File: src/rtl/range_watch.sv
`timescale 1ns/1ps
module range_watch #(
  parameter int NWIN = 8,
  parameter int PW   = 32,
  parameter int IDW  = 8,
  localparam int XW  = $clog2(NWIN)
) (
  input  logic           clk,
  input  logic           rst_n,
  input  logic           scan_i,
  input  logic [PW-1:0]  pv_i,
  input  logic           wr_en_i,
  input  logic [XW-1:0]  wr_win_i,
  input  logic [1:0]     wr_fld_i,
  input  logic [31:0]    wr_data_i,
  output logic [NWIN-1:0] hit_o,
  output logic           evt_vld_o,
  output logic [IDW-1:0] evt_id_o,
  output logic [XW-1:0]  evt_idx_o
);

  logic [PW-1:0]   lo_q [NWIN];
  logic [PW-1:0]   hi_q [NWIN];
  logic [IDW-1:0]  id_q [NWIN];
  logic [NWIN-1:0] en_q, hit_q, pend_q;
  logic [NWIN-1:0] in_win, rise, wr_clr, pick_oh;
  logic [XW-1:0]   pick_idx;

  for (genvar i = 0; i < NWIN; i++) begin : g_cmp
    assign in_win[i] = en_q[i] && (pv_i >= lo_q[i]) && (pv_i <= hi_q[i]);
  end

  wire wr_hit = wr_en_i && (wr_fld_i != 2'd3);
  assign wr_clr  = wr_hit ? (NWIN'(1) << wr_win_i) : '0;
  assign rise    = scan_i ? (in_win & ~hit_q) : '0;
  assign pick_oh = pend_q & (~pend_q + NWIN'(1));

  always_comb begin
    pick_idx = '0;
    for (int i = NWIN - 1; i >= 0; i--)
      if (pend_q[i]) pick_idx = XW'(i);
  end

  always_ff @(posedge clk or negedge rst_n) begin
    if (!rst_n) begin
      for (int i = 0; i < NWIN; i++) begin
        lo_q[i] <= '0;
        hi_q[i] <= '0;
        id_q[i] <= '0;
      end
      en_q <= '0;
    end else if (wr_en_i) begin
      case (wr_fld_i)
        2'd0: lo_q[wr_win_i] <= wr_data_i[PW-1:0];
        2'd1: hi_q[wr_win_i] <= wr_data_i[PW-1:0];
        2'd2: begin
          id_q[wr_win_i] <= wr_data_i[IDW-1:0];
          en_q[wr_win_i] <= wr_data_i[IDW];
        end
        default: ;
      endcase
    end
  end

  always_ff @(posedge clk or negedge rst_n) begin
    if (!rst_n) begin
      hit_q     <= '0;
      pend_q    <= '0;
      evt_vld_o <= 1'b0;
      evt_id_o  <= '0;
      evt_idx_o <= '0;
    end else begin
      hit_q     <= (scan_i ? in_win : hit_q) & ~wr_clr;
      pend_q    <= (pend_q | rise) & ~pick_oh & ~wr_clr;
      evt_vld_o <= |pend_q;
      evt_idx_o <= (|pend_q) ? pick_idx : '0;
      evt_id_o  <= (|pend_q) ? id_q[pick_idx] : '0;
    end
  end

  assign hit_o = hit_q;

endmodule


File: config.mk
export PLATFORM = sky130hd
export DESIGN_NAME = range_watch
export DESIGN_NICKNAME = d
export VERILOG_FILES = /design/src/rtl/range_watch.sv
export SDC_FILE = /design/constraint.sdc
export NUM_CORES = 1
export LEC_CHECK = 0
export ABC_AREA = 1
export BUFFER_PORTS_ARGS = -buffer_cell sky130_fd_sc_hd__buf_4
export CORE_UTILIZATION = 50
export CTS_BUF_LIST = sky130_fd_sc_hd__clkbuf_8
export DETAILED_ROUTE_END_ITERATION = 8
export GPL_TIMING_DRIVEN = 0
export PLACE_DENSITY_LB_ADDON = 0.08
export SLEW_MARGIN = 20
export SYNTH_ARGS = -nofsm -noshare
export SYNTH_HDL_FRONTEND = slang
export SYNTH_SLANG_ARGS = --single-unit
File: constraint.sdc
create_clock -name clk -period 1.92 [get_ports clk]
set_clock_uncertainty 0.2 [all_clocks]
set_input_delay 0.096 -clock clk [delete_from_list [all_inputs] [get_ports clk]]
set_output_delay 0.096 -clock clk [all_outputs]
set_load 0.02 [all_outputs]
==> results of run 1 <==
-- layout make-up --
type | instances | area share [%]
Clock inverter | 45 | 0.769
Inverter | 682 | 5.97
Buffer | 158 | 1.67
Tap cell | 940 | 2.74
Timing Repair Buffer | 231 | 5.25
Clock buffer | 150 | 4.80
Multi-Input combinational cell | 3015 | 43.2
Antenna cell | 1 | 0.00582
Sequential cell | 612 | 35.6
-- per-stage QoR --
stage / instances / instance area (um2) / util [%]
after floorplan: 4467 / 35900 / -
after global placement: 5499 / 37800 / 53.5
after detailed placement: 5506 / 38000 / 53.8
after CTS: 5798 / 42200 / 59.8
after global routing: 5834 / 43000 / 61.0
final: 5834 / 43000 / 61.0
-- where the power goes --
part           leakage (nW)  switching (W)  internal, W  total (W)
combinational          12.2        0.00786      0.00545     0.0133
clock                  1.34        0.00576      0.00757     0.0133
sequential             7.93        0.00133       0.0153     0.0167
-- how the worst max path moves through the flow --
stage	startpoint	to	slack [ns]
after floorplan	pend_q[7]	evt_id_o[6]	0.12
after global placement	rst_n	lo_q[198]	-6.53
after detailed placement	pv_i[0]	pend_q[5]	-1.19
after CTS	hi_q[253]	hit_o[0]	-0.30
after global routing	hi_q[254]	hit_o[0]	-0.42
final	hi_q[255]	hit_o[0]	-0.31
-- registers in the layout (all words and copies together) (netlist names) --
register,flops
evt_id_o,8
evt_vld_o,1
evt_idx_o,3
id_q,64
pend_q,8
lo_q,256
hi_q,256
en_q,8
hit_o,8
-- worst max-delay path, delay by kind of cell (launching register included) --
family	cells	cell delay, ns
buffers and inverters	1	0.06
DFF	1	0.37
adders and majority gates	1	0.28
AOI/OAI and AO/OA	1	0.11
and+or+nand+nor	7	1.14
-- logic make-up after synthesis --
logic type                 share of synthesized area (%)
and+or+nand+nor                                     16.7
AOI/OAI and AO/OA                                   13.8
buffers and inverters                               8.90
DFF                                                 42.7
adders and majority gates                           17.8
-- repair_timing --
action / in CTS / in global routing
cloned: 1 / 1
pin swaps: 86 / 91
hold buffers: 79 / 10
setup endpoints to repair: 29 / 263
setup buffers: 17 / 26
endpoints found under the hold margin: 947 / 43
gates resized for setup: 207 / 155
-- routing by layer --
layer  vias to the layer above  global-route usage (%)  part of all wire, %
met5                         -                       0                    0
met4                         0                    9.54                  3.1
met3                       202                    5.03                  6.3
met2                       851                    45.0                   44
met1                     14600                    42.6                   47
li1                      15000                       -                    -
-- layout by cell type, fill, tap and decap left out, drive strengths merged, types with 27 or more instances in the layout --
cell / synthesis / routed
dlygate4sd3: 0 / 77
nand3: 46 / 46
clkbuf: 128 / 279
inv: 682 / 712
dfrtp: 612 / 612
nand2: 1238 / 1238
a21oi: 250 / 250
o21a: 31 / 31
nor3: 27 / 27
nor2: 191 / 191
nand4: 30 / 30
buf: 30 / 182
ha: 512 / 512
o21ai: 658 / 658
==> flow_summary.ini, run 1 <==
[grt]
grt_usage_pct = 29.5
grt_pass1_vias = 28800
grt.overflow.total = 0
grt_start_max_net_pins = 93
grt_first_pass_wirelength_um = 166000
antenna_found_initial = 1

[hold_path]
holdPathEnd = id_q[51]
holdPathStages = 5
worst_hold_startpoint = wr_win_i[2]
holdCritPathClass = in -> reg

[sta]
max_slew_margin_pct = 27.0
hold_violations = 101
finalMaxSlewViolations = 0
finalWorstSetupSlack_ns = -0.313
final_critical_path_time_including_i_o_delays_and_setup_ns = 2.23
timing.fmax_ghz = 0.448
timing.hold.ws_ns = -0.147
finalCritPeriodShare_pct = 116
timing.final.setup_violations = 20
fin_tns_setup_ns = -2.11
rsz0062_at_grt = yes
actual_slew_at_the_worst_max_slew_pin_ns = 1.09

[clock_network]
cts_root_buf = clkbuf_8
path_clk_slew_ns = 0.06
cts_htree_levels = 3
cts_tree = done
ctsLongestPathBuffers = 3
numCtsBuffers = 107
cts_num_sinks = 612
insertion_delay_ns = 0.74

[power_and_ir_drop]
powerDensity_mw_per_mm2 = 1010
finalPower_w = 0.0433
max-vdd-ir-drop_v = 0.000652
p_leak_nw = 21.5

[cells_and_area]
final_net_count = 5392
drive_gt1_share_pct = 12.8
multi_input_area_mm2 = 0.0186
sequential_cell_area_mm2 = 0.0153
areaGrowthSynthToFinish_pct = 19.8
filler_cell_count_in_the_final_layout = 6446

[synthesis]
synth_most_common_cell = nand2_1
synth.avg_cell_area_um2 = 8.03
synth_top_area_share_pct = 42.7
synth-async-reset-ratio_pct = 100
synth.yosys.warnings = 0
synth_area_leader_cell = dfrtp_1
synth.area.top_cells = dfrtp_1 43%, ha_1 18%, nand2_1 13%, o21ai_0 9.2%, inv_1 7.1%
seq_area_frac_synth_pct = 42.7
yosys_register_bits = 612
net_count_after_synthesis = 5052
synth.lib_cells_used.distinct = 24
syn_inst = 4467
netlist_area_mm2 = 0.0359
synth_top_cells_by_count = 1,220 x nand2_1, 682 x inv_1, 658 x o21ai_0
ys_dominant_reg_cell = dfrtp_1
synth_edf_count = 0

[placed_design]
port_buffers = 92
post-dp-hpwl_um = 74500
place.gp.congestion = 0.882
place_worst_setup_slack_ns = -1.19

[die]
initial_utilization_pct = 50.9
num_io_pins = 93
floorplan.die.height_um = 270
area_of_the_core_region_mm2 = 0.0705
dieArea_mm2 = 0.0729
row_count = 97
die_width_um = 270

[critical_path]
worstRegToRegCells = 10
crit_chain = inv_2, ha_4, nand2_4, nor2_4, nand4_1, nor3_2, nand4_1, nand2_4, nand3_4, a21oi_2
critical-path-slowest-cell = dfrtp_1
r2r-start = hi_q[255]
classification_of_the_worst_setup_path = reg -> reg
r2r_end = hit_o[0]
crit_path_required_time_ns = 2.37
timing.critical_path.fanout_max = 2
cp.arrival_ns = 2.68
kind_of_start_point_of_the_critical_path = register
reg2reg_setup_slack_ns = -0.31
crit_path_max_incr_delay_ns = 0.37
end_kind = register

[detailed_routing]
route.detailed.drc = 0
post_drt_via_cell_ratio = 5.26
drt_pass1_iterations = 5
vias = 30700
post_drt_wl_per_cell_um = 18.4
starting_drt_drc_count = 2336
ant_nets = 0
postRouteWirelength_um = 107000

[outcome]
status = finished, violations left
violated_checks = negative hold slack, negative setup slack

[run]
maxCapViolCount = 0
Power figures use the tool's default switching activity.
==> inputs of run 2 (changes only) <==
CORE_ASPECT_RATIO = 0.9   (was not set)
GPL_TIMING_DRIVEN = not set   (was 0)
MAX_ROUTING_LAYER = met4   (was not set)
==> run 2 against run 1 <==
  * The flow finishes with violations (negative setup slack)
  * Register-to-register slack improved by 0.10 ns
  * Final cell count increased by 1.0%
  * Sequential power about the same
  * Via count decreased by 0.61%
  * Count of clock-buffer cells in the layout decreased by 14
  * Largest power group unchanged
  * Highest routed layer unchanged
  * Setup slack improved by 0.10 ns
  * Combinational power increased by 9%
  * Cell area increased by 4.4%
  * Global-route usage increased by 1.1 points
==> flow_summary.ini, run 2 (synthesized netlist as in run 1, its figures left out) <==
[die]
row_count = 92
num_io_pins = 93
area_of_the_core_region_mm2 = 0.0706
initial_utilization_pct = 50.9
floorplan.die.height_um = 256
dieArea_mm2 = 0.0729
die_width_um = 284

[cells_and_area]
filler_cell_count_in_the_final_layout = 6236
finalNonFillerCells = 5894
most-common-layout-cells = 1,110 x nand2_1, 670 x inv_1, 635 x o21ai_0
largestRegisters = hi_q (256), lo_q (256), id_q (64)
drive_gt1_share_pct = 19.5
layout_commonest_cell = nand2_1
final_net_count = 5453
areaGrowthSynthToFinish_pct = 25.0
final_non_filler_cell_area_mm2 = 0.0449

[detailed_routing]
drt_pass1_iterations = 5
post_drt_wl_per_cell_um = 18.7
vias = 30500
post_drt_via_cell_ratio = 5.18
route.detailed.drc = 0
postRouteWirelength_um = 110000
starting_drt_drc_count = 1918
ant_nets = 0

[critical_path]
crit_path_max_incr_delay_ns = 0.38
crit_chain = inv_2, ha_4, a21oi_2, nor2_2, nor3_2, buf_4, nand2_4, a21oi_2, buf_4, nand2_4, nand2_4, nand3_2, a21oi_2
kind_of_start_point_of_the_critical_path = register
critical-path-slowest-cell = dfrtp_1
timing.critical_path.fanout_max = 2
classification_of_the_worst_setup_path = reg -> reg
crit_path_required_time_ns = 2.37
cp.arrival_ns = 2.58
end_kind = register

[sta]
max_slew_margin_pct = 58.3
timing.final.setup_violations = 17
finalWorstSetupSlack_ns = -0.210
fin_tns_setup_ns = -2.01
hold_violations = 0
finalMaxSlewViolations = 0
timing.fmax_ghz = 0.469
finalCritPeriodShare_pct = 111
actual_slew_at_the_worst_max_slew_pin_ns = 0.625
rsz0062_at_grt = yes
final_critical_path_time_including_i_o_delays_and_setup_ns = 2.13

[hold_path]
holdCritPathClass = in -> reg

[clock_network]
insertion_delay_ns = 0.73
path_clk_slew_ns = 0.07
ctsLongestPathBuffers = 3
cts_root_buf = clkbuf_8
cts_tree = done
cts_num_sinks = 612
numCtsBuffers = 106
cts_htree_levels = 3

[power_and_ir_drop]
p_leak_nw = 22.6
finalPower_w = 0.0436
powerDensity_mw_per_mm2 = 972
max-vdd-ir-drop_v = 0.000624

[run]
maxCapViolCount = 0

[grt]
antenna_found_initial = 8
grt_usage_pct = 30.6
grt_first_pass_wirelength_um = 166000
grt.overflow.total = 0
grt_pass1_vias = 29200
grt_start_max_net_pins = 99

[placed_design]
place.gp.congestion = 0.935
port_buffers = 92
placed_cells = 5610
place_worst_setup_slack_ns = -0.836
placed_area_mm2 = 0.0396
post-dp-hpwl_um = 74600

[outcome]
status = finished, violations left
violated_checks = negative setup slack
run 2: final cells by class:
cell class                 instances  area (um2)  area share [%]
timing repair buffer             451        4130            9.20
sequential                       612       15300            34.1
clock buffer                     136        1870            4.17
multi-input combinational       3015       19500            43.4
tap                              940        1180            2.62
clock inverter                    52         342           0.761
antenna                            6        15.0          0.0335
inverter                         682        2560            5.71
run 2: worst paths after layout:
path                             start         to  slack (ns)  cells past startpoint
setup / recovery             hi_q[125]  pend_q[4]       -0.21                     13
hold / removal             wr_win_i[2]  pend_q[1]        0.08                      7
setup reg to reg             hi_q[125]  pend_q[4]       -0.21                     13
hold reg to reg               hi_q[78]   hi_q[78]        0.28                      2
max in group asynchronous        rst_n  hi_q[211]        0.45                      5
min in group asynchronous        rst_n  hi_q[236]        0.15                      3
run 2: repair_timing:
| action | CTS | global route |
|---|---|---|
| buffers inserted | 8 | 29 |
| gates resized for setup | 201 | 301 |
| hold endpoints to repair | 1212 | 170 |
| hold buffers | 54 | 1 |
| gates cloned | 1 | 3 |
| setup endpoints to repair | 24 | 561 |
| pin swaps | 82 | 167 |
run 2: power breakdown:
part | leakage (nW) | total, W | switching [W] | internal [W]
logic | 13.4 | 0.0145 | 0.00827 | 0.00619
clock network | 1.25 | 0.0125 | 0.00569 | 0.00686
registers | 7.93 | 0.0166 | 0.00129 | 0.0153
total | 22.6 | 0.0436 | 0.0152 | 0.0284
run 2: worst max-delay path: cells and delay by family, from the launching register on:
family / cells / cell delay (ns)
AND/OR/NAND/NOR: 6 / 0.51
buffers and inverters: 3 / 0.40
AO/OA/AOI/OAI: 3 / 0.37
adder cells (fa/ha/maj): 1 / 0.20
flip-flops: 1 / 0.38
run 2: metrics by stage:
| stage | util [%] | hold WS, ns |
|---|---|---|
| 2_1_floorplan | - | -0.400 |
| 3_3_place_gp | 56.1 | -0.265 |
| 3_5_place_dp | 56.1 | -0.265 |
| 4_1_cts | 61.2 | 0.00682 |
| 5_1_grt | 63.6 | 0.0660 |
| 6_report | 63.6 | 0.0757 |
run 2: layer usage:
metal,vias up,GRT usage (%),wire length [um],share of wire (%)
met5,-,-,0,0
met4,0,11.3,4070,3.7
met3,208,4.89,5740,5.2
met2,710,48.3,51100,46
met1,14400,39.8,49100,45
li1,15200,-,-,-
